--- src/rtl/ratio_arb2_pkg.sv ---
package ratio_arb2_pkg;
    typedef struct packed {
        logic [1:0] gnt;      // bit0 favoured, bit1 other
        logic       lo_cont;  // other input won under contention
    } own_state_t;

    function automatic int unsigned refill_of(input int unsigned hi_w, input int unsigned lo_w);
        int unsigned r;
        r = (hi_w + lo_w - 1) / lo_w;
        return (r < 1) ? 1 : r;
    endfunction
endpackage

--- src/rtl/ratio_arb2_pick.sv ---
module ratio_arb2_pick (
    input  logic       req_hi_i,
    input  logic       req_lo_i,
    input  logic       credit_zero_i,
    output logic [1:0] pick_o,
    output logic       contended_o
);
    always_comb begin
        contended_o = req_hi_i & req_lo_i;
        pick_o      = 2'b00;
        if (contended_o) begin
            pick_o = credit_zero_i ? 2'b10 : 2'b01;
        end else if (req_hi_i) begin
            pick_o = 2'b01;
        end else if (req_lo_i) begin
            pick_o = 2'b10;
        end
    end

    always_comb begin
        assert_pick_onehot_R9: assert ($onehot0(pick_o));
    end
endmodule

--- src/rtl/ratio_arb2_credit.sv ---
module ratio_arb2_credit #(
    parameter int unsigned REFILL = 2
) (
    input  logic clk,
    input  logic rst_n,
    input  logic dec_i,
    input  logic reload_i,
    output logic zero_o
);
    localparam int unsigned CW = $clog2(REFILL + 1);
    localparam logic [CW-1:0] REFILL_C = CW'(REFILL);

    logic [CW-1:0] cnt_d, cnt_q;

    always_comb begin
        cnt_d = cnt_q;
        if (reload_i) begin
            cnt_d = REFILL_C;
        end else if (dec_i && (cnt_q != '0)) begin
            cnt_d = cnt_q - 1'b1;
        end
    end

    always_ff @(posedge clk or negedge rst_n) begin
        if (!rst_n) cnt_q <= REFILL_C;
        else        cnt_q <= cnt_d;
    end

    assign zero_o = (cnt_q == '0);

    assert_credit_bound_R5: assert property (@(posedge clk) disable iff (!rst_n)
        cnt_q <= REFILL_C);
    assert_credit_step_R4: assert property (@(posedge clk) disable iff (!rst_n)
        (dec_i && !reload_i && cnt_q != '0) |=> (cnt_q == $past(cnt_q) - 1'b1));
    assert_credit_refill_R6: assert property (@(posedge clk) disable iff (!rst_n)
        reload_i |=> (cnt_q == REFILL_C));
    assert_credit_hold_R3: assert property (@(posedge clk) disable iff (!rst_n)
        (!dec_i && !reload_i) |=> $stable(cnt_q));
endmodule

--- src/rtl/ratio_arb2.sv ---
module ratio_arb2
    import ratio_arb2_pkg::*;
#(
    parameter int unsigned HI_WEIGHT = 3,
    parameter int unsigned LO_WEIGHT = 2
) (
    input  logic       clk,
    input  logic       rst_n,
    input  logic       req_hi_i,
    input  logic       req_lo_i,
    input  logic       pkt_done_i,
    output logic [1:0] gnt_o
);
    localparam int unsigned REFILL = refill_of(HI_WEIGHT, LO_WEIGHT);

    own_state_t st_d, st_q;
    logic [1:0] pick;
    logic       contended, credit_zero, idle, dec, reload;

    ratio_arb2_pick u_pick (
        .req_hi_i      (req_hi_i),
        .req_lo_i      (req_lo_i),
        .credit_zero_i (credit_zero),
        .pick_o        (pick),
        .contended_o   (contended)
    );

    ratio_arb2_credit #(.REFILL(REFILL)) u_credit (
        .clk      (clk),
        .rst_n    (rst_n),
        .dec_i    (dec),
        .reload_i (reload),
        .zero_o   (credit_zero)
    );

    assign idle = (st_q.gnt == 2'b00);

    always_comb begin
        st_d   = st_q;
        dec    = 1'b0;
        reload = 1'b0;
        if (idle) begin
            st_d.gnt     = pick;
            st_d.lo_cont = contended & pick[1];
            dec          = contended & pick[0];
        end else if (pkt_done_i) begin
            st_d.gnt     = 2'b00;
            st_d.lo_cont = 1'b0;
            reload       = st_q.gnt[1] & st_q.lo_cont;
        end
    end

    always_ff @(posedge clk or negedge rst_n) begin
        if (!rst_n) st_q <= '0;
        else        st_q <= st_d;
    end

    assign gnt_o = st_q.gnt;

    assert_gnt_onehot_R9: assert property (@(posedge clk) disable iff (!rst_n)
        $onehot0(gnt_o));
    assert_gnt_hold_R8: assert property (@(posedge clk) disable iff (!rst_n)
        (!idle && !pkt_done_i) |=> $stable(gnt_o));
    assert_gnt_release_R10: assert property (@(posedge clk) disable iff (!rst_n)
        (!idle && pkt_done_i) |=> (gnt_o == 2'b00));
    assert_single_hi_R3: assert property (@(posedge clk) disable iff (!rst_n)
        (idle && req_hi_i && !req_lo_i) |=> (gnt_o == 2'b01));
    assert_single_lo_R3: assert property (@(posedge clk) disable iff (!rst_n)
        (idle && !req_hi_i && req_lo_i) |=> (gnt_o == 2'b10));
    assert_starved_wins_R5: assert property (@(posedge clk) disable iff (!rst_n)
        (idle && req_hi_i && req_lo_i && credit_zero) |=> (gnt_o == 2'b10));
    assert_fav_wins_R4: assert property (@(posedge clk) disable iff (!rst_n)
        (idle && req_hi_i && req_lo_i && !credit_zero) |=> (gnt_o == 2'b01));
    assert_idle_stays_R10: assert property (@(posedge clk) disable iff (!rst_n)
        (idle && !req_hi_i && !req_lo_i) |=> (gnt_o == 2'b00));
endmodule

--- config.mk ---
export PLATFORM = sky130hd
export DESIGN_NAME = ratio_arb2
export DESIGN_NICKNAME = d
export VERILOG_FILES = /design/src/rtl/ratio_arb2_pkg.sv /design/src/rtl/ratio_arb2_pick.sv /design/src/rtl/ratio_arb2_credit.sv /design/src/rtl/ratio_arb2.sv
export SDC_FILE = /design/constraint.sdc
export NUM_CORES = 1
export LEC_CHECK = 0
export ABC_AREA = 1
export BUFFER_PORTS_ARGS = -buffer_cell sky130_fd_sc_hd__buf_2
export CAP_MARGIN = 20
export CORE_AREA = 4 4 41 43
export CTS_BUF_LIST = sky130_fd_sc_hd__clkbuf_16
export CTS_CLUSTER_SIZE = 12
export DETAILED_ROUTE_END_ITERATION = 10
export DIE_AREA = 0 0 45 47
export PLACE_DENSITY = 0.42
export SLEW_MARGIN = 10
export SYNTH_ARGS = -nofsm -noshare
export SYNTH_HDL_FRONTEND = slang
export SYNTH_SLANG_ARGS = --single-unit
export TNS_END_PERCENT = 100
--- constraint.sdc ---
create_clock -name clk -period 2.85 [get_ports clk]
set_clock_uncertainty 0.1 [all_clocks]
set_input_delay 0.4275 -clock clk [delete_from_list [all_inputs] [get_ports clk]]
set_output_delay 0.4275 -clock clk [all_outputs]
set_load 0.01 [all_outputs]
== Word level (Yosys, flattened, before mapping) ==
Cells that the tools add are included.

* Output and inout port bits: 2
* Bits of input ports: 5
* Bits in registers: 5
* Logic and storage cells: 25

* Muxes and demuxes: 11
* Add/sub/neg operators: 1
* Bitwise logic cells: 4
* Reductions and logical operators: 6

{| class="wikitable"
|+ Operators with widths
! operator !! number
|-
| 2-bit two-way mux || 6
|-
| 3-bit two-way mux || 2
|-
| 2-bit nonzero test || 3
|-
| 1-bit AND || 4
|-
| 2-bit zero test || 2
|-
| 1-bit two-way mux || 3
|-
| 2-bit by 1-bit subtractor with 2-bit output, second input constant || 1
|-
| 1-bit logical AND || 1
|}

== Logic depth before layout (Yosys ltp) ==
Gate-level depths: netlist (run 1).

* Depth after elaboration: 8
* Mapped depth: 6
* Gate-level depth less buffers: 6

== Cells and area by module ==
A second synthesis (run 1) with hierarchy kept.

* Cell total of the unflattened synthesis: 49
* Area, all modules: 327.8 µm²

{| class="wikitable"
|+ By module, submodules not included
! module !! area each (µm²) !! seq. area each (µm²) !! times used !! cells an instance
|-
| ratio_arb2 || 177.7 || 75.1 || 1 || 26
|-
| ratio_arb2_credit || 117.6 || 51.3 || 1 || 16
|-
| ratio_arb2_pick || 32.5 || 0.0 || 1 || 7
|}

== Worst setup path before layout (run 1) ==
Ideal clock, no wire load.

* Path type: register to register
* Start: register u_credit.cnt_q[1]
* End: register u_credit.cnt_q[0]
* Data required time: 2.632 ns
* Setup slack: 1.598 ns
* Arrival time: 1.034 ns
* Clock period less this slack: 1.252 ns
* Setup time: 0.118 ns
* Cell stages (with the launch flop): 7
* Path buffers: 0
* Cell sequence: dfstp_2 -> inv_1 -> ha_1 -> nor2_4 -> nand2_2 -> nand3_1 -> nand2_1

* Cells in the longest elaborated chain, start to end: 7
* Elaborated cells between the ends (all ways): 8
* Classes of those cells: 3 x mux; 1 x bitwise; 4 x reduce/logical

{| class="wikitable"
|+ RTL lines
! element !! line !! source
|-
| from (decl) || ratio_arb2_credit.sv:13 || <nowiki>logic [CW-1:0] cnt_d, cnt_q;</nowiki>
|-
| from (signal assigned) || ratio_arb2_credit.sv:26 || <nowiki>else cnt_q <= cnt_d;</nowiki>
|-
| 2-bit zero test || ratio_arb2_credit.sv:29 || <nowiki>assign zero_o = (cnt_q == '0);</nowiki>
|-
| 2-bit two-way mux || ratio_arb2_pick.sv:12 || <nowiki>pick_o = credit_zero_i ? 2'b10 : 2'b01;</nowiki>
|-
| 2-bit two-way mux || ratio_arb2_pick.sv:11 || <nowiki>if (contended_o) begin</nowiki>
|-
| 1-bit AND || ratio_arb2.sv:45 || <nowiki>dec = contended & pick[0];</nowiki>
|-
| 1-bit two-way mux || ratio_arb2.sv:42 || <nowiki>if (idle) begin</nowiki>
|-
| 1-bit logical AND (*) || ratio_arb2_credit.sv:19 || <nowiki>end else if (dec_i && (cnt_q != '0)) begin</nowiki>
|-
| 2-bit nonzero test (no source line) (*) || - ||
|}

Every way passes the cells marked *; elsewhere a longest branch is shown, timed or not.
A chain may end at the register's enable or synchronous reset.

== Worst setup path after layout (run 1) ==
* Start: register st_q (netlist bit gnt_o[1])
* End: output port gnt_o[1]

{| class="wikitable"
|+ RTL lines
! element !! line !! source
|-
| from (decl) || ratio_arb2.sv:16 || <nowiki>own_state_t st_d, st_q;</nowiki>
|-
| from (signal assigned) || ratio_arb2.sv:55 || <nowiki>else st_q <= st_d;</nowiki>
|-
| to (decl) || ratio_arb2.sv:12 || <nowiki>output logic [1:0] gnt_o</nowiki>
|}

No word-level cell between the ends.

==> results.cfg, run 1 <==
[clock_network]
path_clk_slew_ps = 30
cts_max_level = 1
cts_made_buffers = 3
clock-sinks = 5
cts_tree = built
clock_path_buffers = 2
clkLatencyLatePin_ps = 220
cts_setup_buffers = 0
cts_root_buf = clkbuf_16

[drt]
drt_iter0_markers = 0
vias = 240
drc = 0
wire_per_inst_um = 9.67
first_pass_iters = 1
drtAntennaViolNets = 0
vias_per_cell = 4.21
routed_wl_um = 551

[grt]
antenna_found_initial = 0
grt_max_degree = 7
grt_usage_pct = 7.15
grt_pass1_vias = 250
grt_pass1_wl_um = 993
overflow = 0

[worst_setup_path]
worst-path-buf-inv = 1
crit_chain = buf_2
crit_family = flip-flops
crit_path_start_kind = register
cp.required_ps = 2320
crit_arrival_ps = 810
worstPathMaxFanout = 4
end_kind = output port
worstSetupPathType = reg -> out
crit_slowest_cell = dfrtp_1
slowest_delay_ps = 420

[floorplanning]
num_rows = 13
start_util_pct = 21.7
die_h_um = 47
pin_count = 7
dieArea_um2 = 2120
die_w_um = 45
core_area_um2 = 1300

[min_path]
min_path_type = in -> reg

[finish]
drive_gt1_share_pct = 35.7
n_antenna_cell = 0
area_growth_pct = 43.4
nets = 49
mostFrequentLayoutCells = nand3_1, buf_2, inv_1, nand2_1, dfrtp_1
final_common_cell = nand3_1

[logic_synthesis]
yosysSeqAreaShare_pct = 44.7
syn_nets = 39
avgSynthCellArea_um2 = 8.57
netlist_instances = 33
ys_seq_elements = 5
syn_area_um2 = 283
synth_warnings = 0
synth.distinct_cells = 12

[sta]
min_period_ps = 1340
setup_viol = 0
final-max-slew-violation-count = 0
rsz0062_at_grt = no
finalCritPeriodShare_pct = 47.1
max_clock_freq_ghz = 0.746
maxSlewHeadroom_pct = 87.4
finalSetupTns_ps = 0
worst_pin_slew_ps = 188
hold_viol = 0

[flow_run]
drv_cap = 0

[pwr]
ir_drop_v = 0.000476
p_leak_nw = 0.205
power_density_nw_per_um2 = 1250
p_total_mw = 0.506

[placed_design]
gp_congestion = 0.744
port_buffers = 6
dp_hpwl_um = 434

[status]
status = completed
[where the power goes]
| part | internal [mW] | switching [mW] | leakage [nW] |
|---|---|---|---|
| sequential | 0.108 | 0.0306 | 0.0619 |
| combinational | 0.0568 | 0.0856 | 0.101 |
| clock | 0.182 | 0.0437 | 0.0423 |
[what timing repair did]
item | CTS | global route
resized for setup | 0 | 0
hold buffers | 1 | 0
endpoints found under the hold margin | 4 | 0
[logic make-up (layout without fill, tap and decap cells)]
| logic type | Yosys count | in the layout | share of synthesized area (%) |
|---|---|---|---|
| adder cells (fa/ha/maj) | 1 | 1 | 4.42 |
| flip-flops | 5 | 5 | 44.7 |
| buffers and inverters | 7 | 16 | 11.9 |
| AND/OR/NAND/NOR | 18 | 18 | 35.4 |
| AO/OA/AOI/OAI | 2 | 2 | 3.54 |
[registers in the layout (all words and copies together) (netlist names)]
name            count
gnt_o               2
st_q                1
u_credit.cnt_q      2
[path summary, 6_finish.rpt]
kind	from	to	slack, ps	depth (start not counted)
setup / recovery	gnt_o[1]$_DFFE_PN0P_	gnt_o[1]	1510	1
hold / removal	req_lo_i	gnt_o[1]$_DFFE_PN0P_	380	3
setup reg to reg	u_credit.cnt_q[1]$_DFFE_PN1P_	u_credit.cnt_q[0]$_DFFE_PN0P_	1530	6
hold reg to reg	u_credit.cnt_q[1]$_DFFE_PN1P_	u_credit.cnt_q[1]$_DFFE_PN1P_	390	2
max in group asynchronous	rst_n	u_credit.cnt_q[1]$_DFFE_PN1P_	1990	2
min in group asynchronous	rst_n	u_credit.cnt_q[0]$_DFFE_PN0P_	450	2
[routing by layer]
layer	routed length, um	track usage [%]	up-vias
li1	-	-	124
met1	240	7.18	112
met2	274	10.7	4
met3	36	3.45	0
met4	0	7.02	0
met5	0	0	-
[cell type report]
class / instances / area [um2]
fill: 147 / 896
sequential: 5 / 126
multi-input combinational: 21 / 123
clock buffer: 3 / 75.1
timing repair buffer: 7 / 40.0
inverter: 5 / 18.8
tap: 15 / 18.8
clock inverter: 1 / 3.75
[metrics by stage]
stage	cell area, um2	setup slack [ps]	std cells	util (%)	hold WS (ps)
after global routing	405	1450	57	31.2	393
final	405	1510	57	31.2	378
after CTS	405	1510	57	31.2	380
after detailed placement	317	1530	52	24.3	143
after floorplan	283	1600	33	-	31.9
after global placement	317	1560	52	24.3	146
[synth_stat cells]
master,number,area share (%)
o21ai_1,2,3.5
buf_4,2,5.3
inv_1,4,5.3
nor2_4,2,8.0
nand2_1,5,6.6
nand2_2,2,4.4
dfrtp_1,4,35
nand4_1,1,2.2
dfstp_2,1,9.3
nand3_1,8,14
inv_2,1,1.3
ha_1,1,4.4
Note: power is estimated with default switching activity, not from simulation.
==> run 2: changes to the inputs <==
==> constraint.sdc (replaced) <==
create_clock -name clk -period 1.3 [get_ports clk]
set_clock_uncertainty 0.1 [all_clocks]
set_input_delay 0.195 -clock clk [delete_from_list [all_inputs] [get_ports clk]]
set_output_delay 0.195 -clock clk [all_outputs]
set_load 0.01 [all_outputs]
==> run 2 against run 1 <==
  * Count of clock-buffer cells in the layout is the same
  * Setup slack lost 1500 ps
  * Clock power is 120% higher
  * Flip-flop and latch count unchanged
  * Largest cell class is now multi-input gates
  * Routed wire length is 0.36% higher
  * Sequential power rose by 120%
  * Die area stayed put
  * Critical path depth up 5
  * Hold slack worse by 240 ps
  * Sequential share of layout area shrank 1.3 points
==> results.cfg, run 2 (synthesis results as in run 1) <==
[status]
status = completed

[drt]
drt_iter0_markers = 0
wl_met3_um = 62
vias_per_cell = 4.14
drc = 0
met2WireLength_um = 286
top_layer = met3
routed_wl_um = 553
wl_met1_um = 204
vias = 236
wire_per_inst_um = 9.70
first_pass_iters = 1
drtAntennaViolNets = 0

[grt]
grt_max_degree = 7
antenna_found_initial = 0
grt_pass1_vias = 251
grt_pass1_wl_um = 897
grt_usage_pct = 6.75
overflow = 0

[sta]
finalSetupTns_ps = 0
worst_pin_slew_ps = 176
whs_ps = 141
setup_slack_ps = 44.4
min_period_ps = 1260
rsz0062_at_grt = yes
hold_viol = 0
max_clock_freq_ghz = 0.796
final-max-slew-violation-count = 0
maxSlewHeadroom_pct = 88.2
setup_viol = 0
finalCritPeriodShare_pct = 96.6

[pwr]
ir_drop_v = 0.00126
power_density_nw_per_um2 = 2720
p_leak_nw = 0.208

[worst_setup_path]
slowest_delay_ps = 530
crit_chain = inv_2 > ha_4 > nor2_4 > nand2_2 > nand3_2 > nand2_1
cp.required_ps = 1310
crit_family = flip-flops
reg2reg_depth = 6
crit_arrival_ps = 1270
crit_path_start_kind = register
end_kind = register
crit_slowest_cell = dfstp_2
worstPathMaxFanout = 4
worstSetupPathType = reg -> reg
worst-path-buf-inv = 1
worstSetupPathDepth = 6

[finish]
nets = 49
area_growth_pct = 49.6
mostFrequentLayoutCells = nand3_1, buf_2, nand2_1
n_antenna_cell = 0
drive_gt1_share_pct = 42.9
final_common_cell = nand3_1
fillers = 153

[floorplanning]
die_h_um = 47
pin_count = 7
dieArea_um2 = 2120
core_area_um2 = 1300
num_rows = 13
die_w_um = 45
start_util_pct = 21.7

[min_path]
min_path_type = in -> reg
whs_path_depth = 3

[clock_network]
clock_path_buffers = 2
cts_made_buffers = 3
cts_root_buf = clkbuf_16
path_clk_slew_ps = 30
clock-sinks = 5
clkLatencyLatePin_ps = 230
cts_max_level = 1
cts_tree = built

[placed_design]
pre_cts_ws_ps = -23.1
port_buffers = 6
gp_congestion = 0.732
dp_hpwl_um = 438

[flow_run]
drv_cap = 0
run 2: cell counts in the layout (fill, tap and decap cells not counted):
Identical to the previous run, type by type.
run 2: cell type report:
class | instances | area, um2 | area share, %
Multi-Input combinational cell | 21 | 140 | 33.1
Sequential cell | 5 | 126 | 29.9
Clock buffer | 3 | 75.1 | 17.8
Timing Repair Buffer | 7 | 40.0 | 9.47
Inverter | 5 | 18.8 | 4.44
Tap cell | 15 | 18.8 | 4.44
Clock inverter | 1 | 3.75 | 0.888
run 2: worst reg2reg max path: stages, from the launching register on:
cell and delay [ps]:
dfstp_2 530, inv_2 50, ha_4 150, nor2_4 130, nand2_2 70, nand3_2 50
nand2_1 50
run 2: repair_timing:
action	4_1_cts	5_1_grt
hold buffers	1	0
resized for setup	1	3
hold endpoints to repair	5	0
pin swaps	1	1
endpoints found under the setup margin	2	1
buffers inserted	0	0
run 2: path summary, 6_finish.rpt:
kind                       slack [ps]                           from                            end
min                               140                       req_hi_i           gnt_o[0]$_DFFE_PN0P_
max                                40  u_credit.cnt_q[1]$_DFFE_PN1P_  u_credit.cnt_q[0]$_DFFE_PN0P_
max in group asynchronous         680                          rst_n  u_credit.cnt_q[1]$_DFFE_PN1P_
min reg2reg                       400  u_credit.cnt_q[1]$_DFFE_PN1P_  u_credit.cnt_q[1]$_DFFE_PN1P_
min in group asynchronous         210                          rst_n           gnt_o[1]$_DFFE_PN0P_
max reg2reg                        40  u_credit.cnt_q[1]$_DFFE_PN1P_  u_credit.cnt_q[0]$_DFFE_PN0P_
run 2: layer usage:
layer	vias to the layer above	global-route usage (%)
li1	125	-
met1	105	5.54
met2	6	10.5
met3	0	6.90
met4	0	3.51
met5	-	0
run 2: through the flow:
| step | cells | util (%) | power [mW] | area (um2) |
|---|---|---|---|---|
| after floorplan | 33 | - | 0.566 | 283 |
| after global placement | 52 | 24.3 | 0.607 | 317 |
| after detailed placement | 52 | 24.3 | 0.615 | 317 |
| after CTS | 57 | 31.3 | 1.13 | 408 |
| after global routing | 57 | 32.5 | 1.24 | 423 |
| final | 57 | 32.5 | 1.15 | 423 |
run 2: where the power goes:
group          total, mW  switching, mW  leakage [nW]  internal [mW]
logic              0.350          0.199         0.103          0.151
clock network      0.492         0.0946        0.0423          0.398
registers          0.306         0.0692        0.0619          0.237
